$ cat src/rtl/smc_wr_pkg.sv
package smc_wr_pkg;

    localparam int CNT_W = 6;

    typedef logic [CNT_W-1:0] tcnt_t;

    typedef struct packed {
        tcnt_t setup;
        tcnt_t pulse;
    } strobe_cfg_t;

    typedef enum logic {
        ST_IDLE   = 1'b0,
        ST_ACCESS = 1'b1
    } seq_st_e;

    // A count of zero is promoted to one (pulse widths and access length).
    function automatic tcnt_t at_least_one(tcnt_t v);
        return (v == '0) ? tcnt_t'(1) : v;
    endfunction

    // True when access cycle k lies inside the strobe window, clipped to len.
    function automatic logic in_window(tcnt_t k, strobe_cfg_t c, tcnt_t len);
        logic [CNT_W:0] stop;
        logic [CNT_W:0] lim;
        stop = {1'b0, c.setup} + {1'b0, at_least_one(c.pulse)};
        lim  = {1'b0, len};
        if (stop > lim) stop = lim;
        return ({1'b0, k} >= {1'b0, c.setup}) && ({1'b0, k} < stop);
    endfunction

endpackage

$ cat src/rtl/wr_seq_ctrl.sv
module wr_seq_ctrl
    import smc_wr_pkg::*;
(
    input  logic  clk,
    input  logic  rst,
    input  logic  req,
    input  tcnt_t cyc_len,
    output logic  accept,
    output logic  nxt_active,
    output tcnt_t nxt_cnt,
    output tcnt_t nxt_len,
    output logic  ack
);

    seq_st_e st;
    tcnt_t   cnt;
    tcnt_t   len_q;
    logic    last;

    always_comb begin
        accept  = (st == ST_IDLE) && req;
        nxt_len = accept ? at_least_one(cyc_len) : len_q;
        last    = (st == ST_ACCESS) && (cnt == tcnt_t'(len_q - 1'b1));
        if (st == ST_IDLE) begin
            nxt_active = req;
            nxt_cnt    = '0;
        end else begin
            nxt_active = !last;
            nxt_cnt    = last ? '0 : tcnt_t'(cnt + 1'b1);
        end
    end

    always_ff @(posedge clk) begin
        if (rst) begin
            st    <= ST_IDLE;
            cnt   <= '0;
            len_q <= tcnt_t'(1);
            ack   <= 1'b0;
        end else begin
            st  <= nxt_active ? ST_ACCESS : ST_IDLE;
            cnt <= nxt_cnt;
            if (accept) len_q <= nxt_len;
            ack <= nxt_active && (nxt_cnt == tcnt_t'(nxt_len - 1'b1));
        end
    end

    AST_CNT_BELOW_LEN: assert property (@(posedge clk) disable iff (rst)
        (st == ST_ACCESS) |-> (cnt < len_q));
    AST_NO_ACCEPT_BUSY: assert property (@(posedge clk) disable iff (rst)
        (st == ST_ACCESS) |-> !accept);

endmodule

$ cat src/rtl/wr_strobe_gen.sv
module wr_strobe_gen
    import smc_wr_pkg::*;
(
    input  logic        clk,
    input  logic        rst,
    input  logic        accept,
    input  strobe_cfg_t cfg_in,
    input  logic        nxt_active,
    input  tcnt_t       nxt_cnt,
    input  tcnt_t       nxt_len,
    output logic        strobe_n
);

    strobe_cfg_t cfg_q;
    strobe_cfg_t cfg_use;

    always_comb cfg_use = accept ? cfg_in : cfg_q;

    always_ff @(posedge clk) begin
        if (rst) begin
            cfg_q    <= '0;
            strobe_n <= 1'b1;
        end else begin
            if (accept) cfg_q <= cfg_in;
            strobe_n <= !(nxt_active && in_window(nxt_cnt, cfg_use, nxt_len));
        end
    end

    AST_STROBE_NEEDS_ACTIVE: assert property (@(posedge clk) disable iff (rst)
        !$past(nxt_active) |-> strobe_n);

endmodule

$ cat src/rtl/wr_data_path.sv
module wr_data_path #(
    parameter int ADDR_W = 24,
    parameter int DATA_W = 16
) (
    input  logic              clk,
    input  logic              rst,
    input  logic              accept,
    input  logic              nxt_active,
    input  logic [ADDR_W-1:0] req_addr,
    input  logic [DATA_W-1:0] req_data,
    output logic [ADDR_W-1:0] mem_addr,
    output logic [DATA_W-1:0] mem_dout,
    output logic              mem_doe
);

    always_ff @(posedge clk) begin
        if (rst) begin
            mem_addr <= '0;
            mem_dout <= '0;
            mem_doe  <= 1'b0;
        end else begin
            if (accept) begin
                mem_addr <= req_addr;
                mem_dout <= req_data;
            end
            mem_doe <= nxt_active;
        end
    end

    AST_ADDR_STABLE: assert property (@(posedge clk) disable iff (rst)
        (mem_doe && $past(mem_doe)) |-> ($stable(mem_addr) && $stable(mem_dout)));

endmodule

$ cat src/rtl/smc_write_timer.sv
module smc_write_timer
    import smc_wr_pkg::*;
#(
    parameter int ADDR_W = 24,
    parameter int DATA_W = 16
) (
    input  logic              clk,
    input  logic              rst,
    input  logic              req,
    input  logic [ADDR_W-1:0] req_addr,
    input  logic [DATA_W-1:0] req_data,
    input  logic [CNT_W-1:0]  ws_setup,
    input  logic [CNT_W-1:0]  ws_pulse,
    input  logic [CNT_W-1:0]  cs_setup,
    input  logic [CNT_W-1:0]  cs_pulse,
    input  logic [CNT_W-1:0]  cyc_len,
    output logic              ack,
    output logic [ADDR_W-1:0] mem_addr,
    output logic [DATA_W-1:0] mem_dout,
    output logic              mem_doe,
    output logic              mem_we_n,
    output logic              mem_cs_n
);

    localparam int N_STROBE = 2;

    logic        accept;
    logic        nxt_active;
    tcnt_t       nxt_cnt;
    tcnt_t       nxt_len;
    strobe_cfg_t cfg_in [N_STROBE];
    logic        strb_n [N_STROBE];

    always_comb begin
        cfg_in[0] = '{setup: ws_setup, pulse: ws_pulse};
        cfg_in[1] = '{setup: cs_setup, pulse: cs_pulse};
    end

    wr_seq_ctrl u_ctrl (
        .clk        (clk),
        .rst        (rst),
        .req        (req),
        .cyc_len    (cyc_len),
        .accept     (accept),
        .nxt_active (nxt_active),
        .nxt_cnt    (nxt_cnt),
        .nxt_len    (nxt_len),
        .ack        (ack)
    );

    for (genvar g = 0; g < N_STROBE; g++) begin : g_strobe
        wr_strobe_gen u_strobe (
            .clk        (clk),
            .rst        (rst),
            .accept     (accept),
            .cfg_in     (cfg_in[g]),
            .nxt_active (nxt_active),
            .nxt_cnt    (nxt_cnt),
            .nxt_len    (nxt_len),
            .strobe_n   (strb_n[g])
        );
    end

    assign mem_we_n = strb_n[0];
    assign mem_cs_n = strb_n[1];

    wr_data_path #(.ADDR_W(ADDR_W), .DATA_W(DATA_W)) u_data (
        .clk        (clk),
        .rst        (rst),
        .accept     (accept),
        .nxt_active (nxt_active),
        .req_addr   (req_addr),
        .req_data   (req_data),
        .mem_addr   (mem_addr),
        .mem_dout   (mem_dout),
        .mem_doe    (mem_doe)
    );

    AST_IDLE_STROBES_HIGH: assert property (@(posedge clk) disable iff (rst)
        !mem_doe |-> (mem_we_n && mem_cs_n));
    AST_ACK_SINGLE: assert property (@(posedge clk) disable iff (rst)
        ack |=> !ack);
    AST_ACK_THEN_IDLE: assert property (@(posedge clk) disable iff (rst)
        ack |=> !mem_doe);
    AST_ACK_IN_ACCESS: assert property (@(posedge clk) disable iff (rst)
        ack |-> mem_doe);

endmodule

$ cat config.mk
export PLATFORM = sky130hd
export DESIGN_NAME = smc_write_timer
export DESIGN_NICKNAME = d
export VERILOG_FILES = /design/src/rtl/smc_wr_pkg.sv /design/src/rtl/wr_seq_ctrl.sv /design/src/rtl/wr_strobe_gen.sv /design/src/rtl/wr_data_path.sv /design/src/rtl/smc_write_timer.sv
export SDC_FILE = /design/constraint.sdc
export NUM_CORES = 1
export LEC_CHECK = 0
export BUFFER_PORTS_ARGS = -buffer_cell sky130_fd_sc_hd__buf_2
export CORE_MARGIN = 4
export CORE_UTILIZATION = 35
export CTS_BUF_LIST = sky130_fd_sc_hd__clkbuf_8
export CTS_CLUSTER_DIAMETER = 150
export DETAILED_ROUTE_END_ITERATION = 8
export PLACE_DENSITY = 0.63
export SYNTH_ARGS = -nofsm -noshare
export SYNTH_HDL_FRONTEND = slang
export SYNTH_SLANG_ARGS = --single-unit
$ cat constraint.sdc
create_clock -name clk -period 13.1 [get_ports clk]
set_input_delay 0.655 -clock clk [delete_from_list [all_inputs] [get_ports clk]]
set_output_delay 0.655 -clock clk [all_outputs]
set_load 0.01 [all_outputs]
# After elaboration in Yosys (flattened, before gate mapping)
# Cells that the tools add are included.
# W data, S select, Z words.
[word_totals]
mem_count = 0
rom_bits = 0
wordCells = 54
regBits = 81
output_inout_bits = 44
mem_bits_rw = 0
inputBits = 73
latch_bits = 0
[op_classes]
add_sub_neg = 5
n_bitwise = 1
magnitude_cmp = 6
div_mod_pow = 0
n_reduce_logical = 13
n_mux = 14
n_eq_ne = 2
n_mul = 0
n_shift = 0
[ops]
columns = ["operator", "n"]
rows = [
  ["$mux W6", 6],
  ["$mux W7", 4],
  ["$mux W12", 2],
  ["$logic_not A6 Y1", 3],
  ["$add A6 B6 Y7", 2],
  ["$gt A7 B6 Y1", 2],
  ["$lt A6 B7 Y1", 2],
  ["$eq A6 B6 Y1", 2],
  ["$ge A6 B6 Y1", 2],
  ["$sub A6 B1 Y6 const B", 2],
  ["$logic_and A1 B1 Y1", 7],
  ["$add A6 B1 Y6 const B", 1],
  ["$logic_not A1 Y1", 3],
  ["$mux W1", 2],
  ["$not A1 Y1", 1],
]

# Longest topological paths before layout
# Gate-level depths: netlist (run 1).
[logic_depth]
word_depth = 13
mapped_depth = 25
depth_no_buf = 23

# Modules after synthesis
# Synthesis (run 1) repeated with hierarchy kept, for this count alone.
[unflattened]
cells_unflattened = 522
hier_area_um2 = 4764.6
[by_module_without_submodules]
columns = ["mod", "cells_per_inst", "area_per_inst_um2", "seq_area_each_um2", "instances"]
rows = [
  ["wr_data_path", 131, 1483.9, 820.8, 1],
  ["wr_strobe_gen at g_strobe[0].u_strobe", 138, 1153.6, 260.2, 1],
  ["wr_strobe_gen at g_strobe[1].u_strobe", 134, 1143.6, 260.2, 1],
  ["wr_seq_ctrl", 119, 983.4, 280.3, 1],
]

# Least setup slack after synthesis (run 1)
# OpenSTA, ideal clock, no wires.
[synth_path]
path_kind = "input port to flip-flop"
from = "input req"
to = "register g_strobe[1].u_strobe.strobe_n"
stages = 23
t_arrival_ns = 5.478
path_buffers = 3
required_time_ns = 12.980
path_slack_ns = 7.502
setup_time_ns = 0.120
path_cell_list = "nor2b_1 buf_2 buf_2 buf_1 mux2i_1 inv_1 ha_1 a21o_1 a21oi_1 o21bai_1 a21oi_1 xnor2_1 ha_1 and3_1 a221o_1 a221oi_2 mux2_2 ha_1 a21oi_1 o22ai_1 nor2_1 o211ai_1 a211o_1"
[synth_lines]
columns = ["element", "line_no", "text"]
rows = [
  ["from (decl)", "smc_write_timer.sv:9", "input logic req,"],
  ["to (signal assigned)", "wr_strobe_gen.sv:25", "strobe_n <= !(nxt_active && in_window(nxt_cnt, cfg_use, nxt_len));"],
  ["to (decl)", "wr_strobe_gen.sv:11", "output logic strobe_n"],
]

# Worst setup path in the final report (run 1)
[layout_path]
from = "register u_ctrl.st"
to = "register g_strobe[0].u_strobe.strobe_n"
[layout_via]
elab_chain_len = 13
word_cells_on_any_way = 20
cone_classes = "1 x add/sub; 3 x order compare; 8 x mux; 1 x bitwise; 7 x reduce/logical"
[layout_rtl]
columns = ["element", "line_no", "text"]
rows = [
  ["from (decl)", "wr_seq_ctrl.sv:15", "seq_st_e st;"],
  ["from (signal assigned)", "wr_seq_ctrl.sv:40", "st <= nxt_active ? ST_ACCESS : ST_IDLE;"],
  ["$not A1 Y1", "n/a", ""],
  ["$logic_and A1 B1 Y1", "wr_seq_ctrl.sv:21", "accept = (st == ST_IDLE) && req;"],
  ["$mux W12", "n/a", ""],
  ["$logic_not A6 Y1", "smc_wr_pkg.sv:19", "return (v == '0) ? tcnt_t'(1) : v;"],
  ["$mux W6", "smc_wr_pkg.sv:19", ""],
  ["$add A6 B6 Y7", "smc_wr_pkg.sv:26", "stop = {1'b0, c.setup} + {1'b0, at_least_one(c.pulse)};"],
  ["$gt A7 B6 Y1", "smc_wr_pkg.sv:28", "if (stop > lim) stop = lim;"],
  ["$mux W7", "smc_wr_pkg.sv:28", ""],
  ["$mux W7", "wr_strobe_gen.sv:20", "if (rst) begin"],
  ["$lt A6 B7 Y1", "smc_wr_pkg.sv:29", "return ({1'b0, k} >= {1'b0, c.setup}) && ({1'b0, k} < stop);"],
  ["$logic_and A1 B1 Y1", "smc_wr_pkg.sv:29", ""],
  ["$logic_and A1 B1 Y1 (*)", "wr_strobe_gen.sv:25", ""],
  ["$logic_not A1 Y1 (*)", "wr_strobe_gen.sv:25", ""],
  ["to (signal assigned)", "wr_strobe_gen.sv:25", ""],
  ["to (decl)", "wr_strobe_gen.sv:11", ""],
]
# Every way passes the cells marked *; elsewhere a longest branch is shown, timed or not. The select of a mux whose other input is x is not followed.
# A chain may end at the register's enable or synchronous reset.

==> results of run 1 <==
-- registers in the layout, summed over array words and instances (netlist names) --
name / cells
u_ctrl.cnt: 6
u_data.mem_dout: 16
g_strobe.u_strobe.strobe_n: 2
u_ctrl.len_q: 6
u_ctrl.st: 1
g_strobe.u_strobe.cfg_q: 24
u_data.mem_addr: 24
u_ctrl.ack: 1
-- path summary, 6_finish.rpt --
kind,to,slack (ns)
max reg2reg,g_strobe[0].u_strobe.strobe_n,7.14
min,u_data.mem_dout[7],0.45
min reg2reg,u_data.mem_dout[7],0.45
max,g_strobe[0].u_strobe.strobe_n,7.14
-- per-layer routing --
| layer | vias to the layer above | global-route usage (%) |
|---|---|---|
| met2 | 98 | 26.6 |
| met3 | 14 | 4.25 |
| li1 | 2103 | - |
| met5 | - | 0 |
| met4 | 0 | 5.19 |
| met1 | 1862 | 19.5 |
-- cell families (layout without fill, tap and decap cells) --
logic type / count (synthesis) / after routing
buffers and inverters: 66 / 176
muxes: 34 / 34
adders and majority gates: 51 / 51
DFF: 80 / 80
xor gates and xnor gates: 25 / 25
AOI/OAI and AO/OA: 113 / 113
and+or+nand+nor: 190 / 190
-- cell usage in the layout, fill, tap and decap left out, types with 3 or more instances in the layout --
cell type	instances
o211ai_1	3
nand4_1	4
buf_4	3
nand3_1	9
o21ai_0	8
nor3_1	11
and3_1	5
nand2b_1	6
xnor2_1	15
clkbuf_8	10
dfxtp_1	80
nand2_1	93
a21oi_1	66
mux2i_1	28
nor2b_1	3
buf_2	116
ha_1	49
inv_1	42
xor2_1	9
o21bai_1	4
mux2_2	4
nor2_1	49
a21o_1	14
-- cell type report --
type	instances	area (µm²)	area share, %
Clock buffer	10	138	2.48
Inverter	42	158	2.84
Timing Repair Buffer	119	603	10.8
Clock inverter	5	26.3	0.473
Tap cell	172	215	3.87
Multi-Input combinational cell	413	2820	50.7
Sequential cell	80	1600	28.8
-- power by group --
| part | internal (W) | switching, W |
|---|---|---|
| Clock | 0.0000712 | 0.0000884 |
| Sequential | 0.000259 | 0.00000901 |
| Combinational | 0.000111 | 0.000139 |
-- per-stage QoR --
step                instance area, µm²  hold WS [ns]  utilization (%)  worst slack, ns  total power [W]
CTS                               5560         0.459             43.3             7.09         0.000687
global placement                  5400         0.441             42.1             7.22         0.000513
finish                            5560         0.455             43.3             7.14         0.000678
global route                      5560         0.471             43.3             6.69         0.000731
floorplan                         4660         0.444                -             7.50         0.000460
detailed placement                5400         0.448             42.1             6.99         0.000525
-- worst register-to-register path: stages, from the launching register on --
cell,delay (ns)
dfxtp_1,0.56
nand2b_2,0.19
buf_4,0.56
mux2i_1,0.43
inv_1,0.12
o21ai_0,0.21
ha_1,0.20
inv_1,0.05
fa_1,0.40
inv_1,0.07
a21oi_1,0.06
o21bai_1,0.21
xor2_1,0.23
ha_1,0.29
and3_1,0.19
a221o_1,0.36
a221oi_4,0.49
mux2_2,0.39
ha_1,0.18
a21oi_1,0.14
o22ai_1,0.09
nor2_1,0.10
o211ai_1,0.10
a211o_1,0.24
==> flow_summary_export.csv, run 1 <==
group,metric,value,unit
critical_path,crit_family,"compound AO/OA/AOI/OAI gates",
drt,top_layer,"met4",
sta,final.min_clock_period,5.96,ns
drt,drc,0,
synth,synth-seq-cells,80,
synth,synthArstFlopShare,0,%
critical_path,cp-end-kind,"flip-flop",
synth,ys_top_cells_by_count,"nand2_1 (93), dfxtp_1 (80), a21oi_1 (66)",
sta,slew_violations,0,
synth,yosys_warnings,0,
drt,routedWlPerCell,14.3,µm
critical_path,cp_slowest_cell,"dfxtp_1",
synth,synth_xor_area_share,4.99,%
critical_path,startpoint,"u_ctrl.st",
finish,finalNetCount,789,
critical_path,crit_chain,"nand2b_2 > buf_4 > mux2i_1 > inv_1 > o21ai_0 > ha_1 > inv_1 > fa_1 > inv_1 > a21oi_1 > o21bai_1 > xor2_1 > ha_1 > and3_1 > a221o_1 > a221oi_4 > mux2_2 > ha_1 > a21oi_1 > o22ai_1 > nor2_1 > o211ai_1 > a211o_1",
clock_network,clk-insertion-delay-late,0.37,ns
critical_path,critPathMaxFanout,57,
clock_network,post-cts-setup-buffers,0,
global_route,grt_max_degree,79,
status,outcome,"finished clean",
die,initial_utilization,36.4,%
sta,rsz0062_at_grt,"no",
finish,stdcell_count,841,
synth,synthMuxAreaShare,7.60,%
power_and_ir_drop,power_density,122,mW/mm²
clock_network,clockBufferDepth,2,
min_path,hold_depth,2,
synth,syn_inst,559,
global_route,grt_util_all_layers,15.8,%
synth,synth_top_family_by_area,"simple AND/OR/NAND/NOR gates",
critical_path,cp_data_arrival_time,6.22,ns
synth,syn_avg_cell_area,8.34,µm²
drt,via_count,4077,
synth,yosys.area.top_type,"dfxtp_1",
critical_path,rr_worst_depth,23,
die,core_area,0.0128,mm²
synth,synth-simple-area-share,18.1,%
job,drv_cap,0,
drt,routed-wl-met2,5.94,mm
global_route,grt_pass1_vias,4021,
finish,syn_to_final_growth,19.2,%
finish,drive_gt1_share,22.4,%
synth,ys_types,47,
place,dp_hpwl,9.02,mm
drt,wl_met1,5.29,mm
clock_network,numCtsBuffers,9,
drt,drtIter0Drc,167,
sta,setup_viol,0,
synth,synth_adder_area_share,14.0,%
place,numPlacedInstances,826,
global_route,grt-ovfl-total,0,
clock_network,root_buffer,"clkbuf_8",
finish,antennaDiodeCount,0,
die,die_height,123,µm
power_and_ir_drop,p_leak,2.80,nW
sta,min_period_over_period,45.5,%
min_path,hold_start,"u_data.mem_dout[7]",
place,gp_congestion,0.846,
synth,synth-compound-area-share,15.5,%
critical_path,crit_buf_inv,4,
synth,syn-num-nets,683,
drt,antenna_left,0,
clock_network,h-tree-depth,3,
drt,wirelength,12.0,mm
critical_path,crit_type,"flip-flop to flip-flop",
synth,syn_area,0.00466,mm²
synth,yosysTopAreaCellShare,34.4,%
die,dieArea,0.0152,mm²
sta,finClkSkew,0.00762,ns
sta,max_slew.worst_pin.slew,1.20,ns
die,dieWidth,123,µm
sta,max_clock_freq,168,MHz
global_route,antenna_found_initial,0,
die,num_rows,41,
min_path,hold_path.class,"flip-flop to flip-flop",
synth,synth_area_leaders,"dfxtp_1 (34%), ha_1 (13%), nand2_1 (7.5%)",
clock_network,cts_tree,"done",
drt,dr.pass1.iters,4,
place,port-buffer-count,116,
synth,synth_flop_cell,"dfxtp_1",
critical_path,start_kind,"flip-flop",
drt,vias_per_cell,4.85,
global_route,grt_pass1_wl,19.0,mm
critical_path,rr_startpoint,"u_ctrl.st",
sta,hold_viol,0,
clock_network,ctsResizeCount,0,
critical_path,required,13.36,ns
drt,wl_met3,621,µm
synth,synth_edf_count,0,
critical_path,max_stage_delay,0.56,ns
power_and_ir_drop,ir_drop,0.101,mV
finish,nFillCells,1305,
sta,setup-tns-final,0,ns
clock_network,hold_buffers,0,
critical_path,cp.depth,23,
die,io_pins,117,
sta,relSlewSlack,19.4,%
clock_network,cts.sinks,80,
synth,synth-seq-area-share,34.4,%
synth,synth_most_common_cell,"nand2_1",
clock_network,clk_pin_slew,0.07,ns
Note: power is estimated with default switching activity, not from simulation.
==> run 2, diff against run 1 <==
--- a/config.mk
+++ b/config.mk
@@ -11,7 +11,7 @@
 export CTS_BUF_LIST = sky130_fd_sc_hd__clkbuf_8
 export CTS_CLUSTER_DIAMETER = 150
 export DETAILED_ROUTE_END_ITERATION = 8
-export PLACE_DENSITY = 0.63
+export PLACE_DENSITY = 0.66
 export SYNTH_ARGS = -nofsm -noshare
 export SYNTH_HDL_FRONTEND = slang
 export SYNTH_SLANG_ARGS = --single-unit
==> constraint.sdc (replaced) <==
create_clock -name clk -period 5.1 [get_ports clk]
set_input_delay 0.255 -clock clk [delete_from_list [all_inputs] [get_ports clk]]
set_output_delay 0.255 -clock clk [all_outputs]
set_load 0.01 [all_outputs]
==> run 2 against run 1 <==
Net effect:
- clock skew grew 0.0067 ns
- global-route usage grew 1.2 points
- critical path depth grew 2
- design area grew 9.3%
- combinational power grew to 3.2 times the previous value
- critical path type unchanged
- largest power group is now combinational cells
==> flow_summary_export.csv, run 2 (synthesis results as in run 1) <==
group,metric,value,unit
critical_path,cp_slowest_cell,"a221o_1",
drt,via_count,4350,
global_route,grt_pass1_vias,4427,
sta,max_clock_freq,201,MHz
finish,drive_gt1_share,29.6,%
sta,final.min_clock_period,4.98,ns
sta,rsz0062_at_grt,"yes",
power_and_ir_drop,p_leak,3.02,nW
sta,min_period_over_period,97.7,%
die,num_rows,41,
finish,finalNetCount,829,
min_path,hold_path.class,"input pin to flip-flop",
status,outcome,"finished clean",
clock_network,cts_tree,"done",
finish,mostFrequentLayoutCells,"buf_2 (116), nand2_1 (93), dfxtp_1 (79)",
drt,drc,0,
sta,max_slew.worst_pin.slew,0.707,ns
global_route,grt_pass1_wl,20.4,mm
place,numPlacedInstances,853,
die,dieWidth,123,µm
critical_path,rr_startpoint,"u_ctrl.st",
sta,setup_viol,0,
finish,final_common_cell,"buf_2",
drt,drtIter0Drc,206,
clock_network,clk_pin_slew,0.09,ns
clock_network,cts.sinks,80,
die,initial_utilization,36.4,%
power_and_ir_drop,power_density,324,mW/mm²
sta,hold_viol,0,
die,core_area,0.0128,mm²
critical_path,startpoint,"u_ctrl.st",
clock_network,clockBufferDepth,2,
power_and_ir_drop,ir_drop,0.170,mV
critical_path,critPathMaxFanout,6,
clock_network,root_buffer,"clkbuf_8",
global_route,grt-ovfl-total,0,
sta,relSlewSlack,52.8,%
die,dieArea,0.0152,mm²
critical_path,start_kind,"flip-flop",
min_path,hold_start,"req_addr[12]",
global_route,grt_max_degree,41,
critical_path,crit_family,"compound AO/OA/AOI/OAI gates",
place,dp_hpwl,9.96,mm
finish,stdcell_count,881,
die,io_pins,117,
clock_network,numCtsBuffers,9,
drt,routedWlPerCell,14.8,µm
job,drv_cap,0,
critical_path,cp-end-kind,"flip-flop",
critical_path,crit_buf_inv,5,
die,die_height,123,µm
sta,slew_violations,0,
place,port-buffer-count,116,
finish,syn_to_final_growth,30.3,%
critical_path,cp_data_arrival_time,5.22,ns
clock_network,h-tree-depth,3,
global_route,grt_util_all_layers,17.0,%
drt,dr.pass1.iters,4,
drt,wirelength,13.1,mm
global_route,antenna_found_initial,0,
drt,antenna_left,0,
sta,finClkSkew,0.0143,ns
place,gp_congestion,0.906,
critical_path,crit_type,"flip-flop to flip-flop",
clock_network,clk-insertion-delay-late,0.36,ns
drt,vias_per_cell,4.94,
critical_path,required,5.34,ns
critical_path,max_stage_delay,0.37,ns
sta,setup-tns-final,0,ns
finish,antennaDiodeCount,0,
finish,reg.largest.list,"g_strobe.u_strobe.cfg_q x24, u_data.mem_addr x24, u_data.mem_dout x16",
-- run 2: routing by layer --
metal | vias to the layer above | GRT usage, % | wire, µm
li1 | 2189 | - | -
met1 | 2012 | 20.8 | 5740
met2 | 123 | 28.8 | 6360
met3 | 26 | 3.80 | 714
met4 | 0 | 6.78 | 274
met5 | - | 0 | 0
-- run 2: worst paths after layout --
path                                   endpoint  slack [ns]  cells after the start
setup / recovery  g_strobe[1].u_strobe.strobe_n        0.12                     25
hold / removal              u_data.mem_addr[12]        0.13                      3
setup reg to reg  g_strobe[1].u_strobe.strobe_n        0.12                     25
hold reg to reg             u_data.mem_addr[21]        0.45                      2
-- run 2: report_power, final --
part           internal [W]  switching (W)
registers          0.000665      0.0000230
logic              0.000388       0.000408
clock network      0.000262       0.000223
-- run 2: what timing repair did --
| action | 4_1_cts | 5_1_grt |
|---|---|---|
| cloned | 0 | 1 |
| setup buffers | 3 | 9 |
| gates resized for setup | 0 | 31 |
| hold endpoints to repair | 0 | 0 |
| pin swaps | 1 | 5 |
| endpoints found under the setup margin | 1 | 2 |
| hold buffers | 0 | 0 |
-- run 2: metrics by stage --
stage | area, µm² | power [W] | setup WS (ns) | hold WS, ns | utilization [%]
after floorplan | 4680 | 0.00119 | 0.00410 | 0.391 | -
after global placement | 5630 | 0.00138 | 0.187 | 0.438 | 43.9
after detailed placement | 5630 | 0.00140 | -0.0693 | 0.444 | 43.9
after CTS | 5850 | 0.00192 | 0.0222 | 0.101 | 45.6
after global routing | 6070 | 0.00210 | -0.174 | 0.114 | 47.4
final | 6070 | 0.00197 | 0.119 | 0.127 | 47.4
-- run 2: area by class of cell --
type	instances	area, µm²
clock buffers	12	165
clock inverters	3	40.0
fillers	1273	6750
inverters	42	158
multi-input cells	414	2950
flip-flops and latches	80	1600
well taps	172	215
repair buffers	158	943
-- run 2: worst register-to-register path, stage by stage, from the launching register on --
cell and delay [ns]:
dfxtp_2 0.35, nor2b_4 0.15, buf_12 0.16, buf_8 0.14
mux2i_4 0.24, nand4_1 0.14, o21ai_1 0.16, ha_2 0.20
inv_1 0.05, fa_2 0.34, inv_1 0.06, a21o_1 0.12
a21oi_2 0.07, xnor2_1 0.22, ha_1 0.29, and3_1 0.17
a221o_1 0.37, a221oi_4 0.33, buf_6 0.15, mux2_2 0.32
ha_1 0.19, a21oi_2 0.12, o22ai_1 0.08, nor2_1 0.10
o211ai_1 0.10, a211o_1 0.25
==> run 3, diff against run 2 <==
--- a/config.mk
+++ b/config.mk
@@ -11,6 +11,7 @@
 export CTS_BUF_LIST = sky130_fd_sc_hd__clkbuf_8
 export CTS_CLUSTER_DIAMETER = 150
 export DETAILED_ROUTE_END_ITERATION = 8
+export MAX_ROUTING_LAYER = met4
 export PLACE_DENSITY = 0.66
 export SYNTH_ARGS = -nofsm -noshare
 export SYNTH_HDL_FRONTEND = slang
==> run 3 against run 2 <==
Net effect:
- combinational power about the same
- via count down 0.64%
- sequential cell count unchanged
- clock skew down 0.0024 ns
- power up 4.7%
- sequential power about the same
- highest routed layer unchanged
==> flow_summary_export.csv, run 3 (synthesis results as in run 1) <==
group,metric,value,unit
job,drv_cap,0,
finish,post-route-cell-area,0.00614,mm²
clock_network,cts.sinks,80,
finish,multi_input_area,0.00301,mm²
status,outcome,"finished clean",
critical_path,crit_type,"flip-flop to flip-flop",
finish,final_common_cell,"buf_2",
power_and_ir_drop,combPwrFrac,38.7,%
drt,routedWlPerCell,15.1,µm
finish,drive_gt1_share,30.8,%
clock_network,hold_buffers,0,
clock_network,clk_pin_slew,0.09,ns
power_and_ir_drop,p_int,0.00139,W
power_and_ir_drop,net-switching-power,0.000677,W
critical_path,critPathMaxFanout,7,
global_route,grt-ovfl-total,0,
power_and_ir_drop,p_clk_share,27.9,%
place,port-buffer-count,116,
sta,holdWs,0.114,ns
critical_path,crit_chain,"nand2b_4 > mux2i_2 > nand4_1 > o21ai_2 > ha_2 > inv_2 > fa_2 > inv_2 > a21oi_2 > o21bai_1 > xor2_1 > ha_1 > and3_4 > a221o_1 > a221oi_4 > buf_2 > a21oi_1 > ha_1 > a21oi_2 > o22ai_1 > nor2_1 > o211ai_1 > a211o_1",
drt,dr.pass1.iters,6,
drt,antenna_left,0,
drt,drc,0,
global_route,grt_max_degree,51,
sta,finClkSkew,0.0119,ns
critical_path,crit_buf_inv,3,
finish,mostFrequentLayoutCells,"buf_2 (117), nand2_1 (93), dfxtp_1 (79)",
sta,final.min_clock_period,4.90,ns
sta,min_period_over_period,96.0,%
place,placed_area,0.00561,mm²
die,initial_utilization,36.4,%
place,dp_hpwl,10.1,mm
sta,rsz0062_at_grt,"yes",
critical_path,max_stage_delay,0.39,ns
sta,hold_viol,0,
die,dieArea,0.0152,mm²
sta,relSlewSlack,53.8,%
clock_network,clk-insertion-delay-late,0.37,ns
min_path,hold_path.class,"input pin to flip-flop",
die,core_area,0.0128,mm²
sta,max_clock_freq,204,MHz
clock_network,numCtsBuffers,9,
critical_path,start_kind,"flip-flop",
power_and_ir_drop,finalPower,0.00206,W
power_and_ir_drop,p_seq_share,33.4,%
finish,finalNetCount,824,
finish,stdcell_count,877,
sta,setup_viol,0,
power_and_ir_drop,switching_share,32.8,%
global_route,grt_pass1_vias,4287,
clock_network,h-tree-depth,3,
place,numPlacedInstances,851,
finish,syn_to_final_growth,31.8,%
critical_path,cp-end-kind,"flip-flop",
finish,regArea,0.00160,mm²
clock_network,root_buffer,"clkbuf_8",
die,io_pins,117,
global_route,antenna_found_initial,0,
clock_network,clockBufferDepth,2,
finish,reg.largest.list,"g_strobe.u_strobe.cfg_q x24, u_data.mem_addr x24, u_data.mem_dout x16",
finish,nFillCells,1293,
global_route,grt_pass1_wl,20.3,mm
critical_path,required,5.37,ns
critical_path,cp_slowest_cell,"a221o_1",
global_route,grt_util_all_layers,17.6,%
drt,drtIter0Drc,149,
power_and_ir_drop,ir_drop,0.193,mV
die,die_height,123,µm
drt,wirelength,13.3,mm
critical_path,crit_family,"compound AO/OA/AOI/OAI gates",
drt,vias_per_cell,4.93,
place,gp_congestion,0.955,
sta,max_slew.worst_pin.slew,0.688,ns
critical_path,cp_data_arrival_time,5.16,ns
clock_network,cts_tree,"done",
die,dieWidth,123,µm
power_and_ir_drop,power_density,336,mW/mm²
sta,slew_violations,0,
drt,via_count,4322,
finish,antennaDiodeCount,0,
power_and_ir_drop,p_leak,3.02,nW
die,num_rows,41,
==> run 3: changes by cell type in the layout (fill, tap and decap cells not counted), sizes merged <==
cell | previous run | this run
buf | 158 | 153
bufinv | 1 | 3
clkbuf | 12 | 11
inv | 42 | 43
nand2b | 8 | 7
==> run 3: worst paths after layout <==
kind	to	cells past startpoint	startpoint	slack (ns)
worst max register to register	g_strobe[0].u_strobe.strobe_n	23	u_ctrl.st	0.20
worst max-delay path	g_strobe[0].u_strobe.strobe_n	23	u_ctrl.st	0.20
worst min-delay path	u_data.mem_addr[11]	3	req_addr[11]	0.11
worst min register to register	u_data.mem_addr[9]	2	u_data.mem_addr[9]	0.46
==> run 3: stage by stage <==
stage / utilization (%) / TNS (ns) / setup WS (ns)
final: 47.9 / 0 / 0.204
after global placement: 43.7 / 0 / 0.162
after global routing: 47.9 / -0.0956 / -0.0560
after detailed placement: 43.7 / -0.0206 / -0.0206
after CTS: 45.7 / 0 / 0.00555
after floorplan: - / 0 / 0.00410
==> run 3: area by class of cell <==
class | count | area share, %
clock buffers | 10 | 2.24
clock inverters | 6 | 1.75
inverters | 42 | 2.57
multi-input cells | 413 | 48.9
flip-flops and latches | 80 | 26.1
well taps | 172 | 3.50
repair buffers | 154 | 14.9
==> run 3: timing repair <==
item	in CTS	in global routing
pin swaps	1	26
resized for setup	0	44
setup buffers	0	8
endpoints found under the setup margin	1	2
gates cloned	0	2
hold endpoints to repair	0	0
==> run 3: per-layer routing <==
metal	wire, µm	track usage (%)	vias to the layer above
met4	252	6.37	0
met3	663	4.12	23
met2	6480	29.2	114
met5	0	-	-
met1	5850	20.9	1997
li1	-	-	2188
==> run 3: power groups by stage <==
stage	Combinational, W	Clock [W]	Sequential (W)
after floorplan	0.000483	0	0.000708
after global placement	0.000680	0	0.000699
after detailed placement	0.000701	0	0.000701
after CTS	0.000705	0.000596	0.000686
after global routing	0.000881	0.000615	0.000693
final	0.000798	0.000575	0.000688
==> run 3: worst min-delay path, cell delays in order <==
cell and delay (ns):
buf_2 0.09, nand2_1 0.04, a21oi_1 0.05
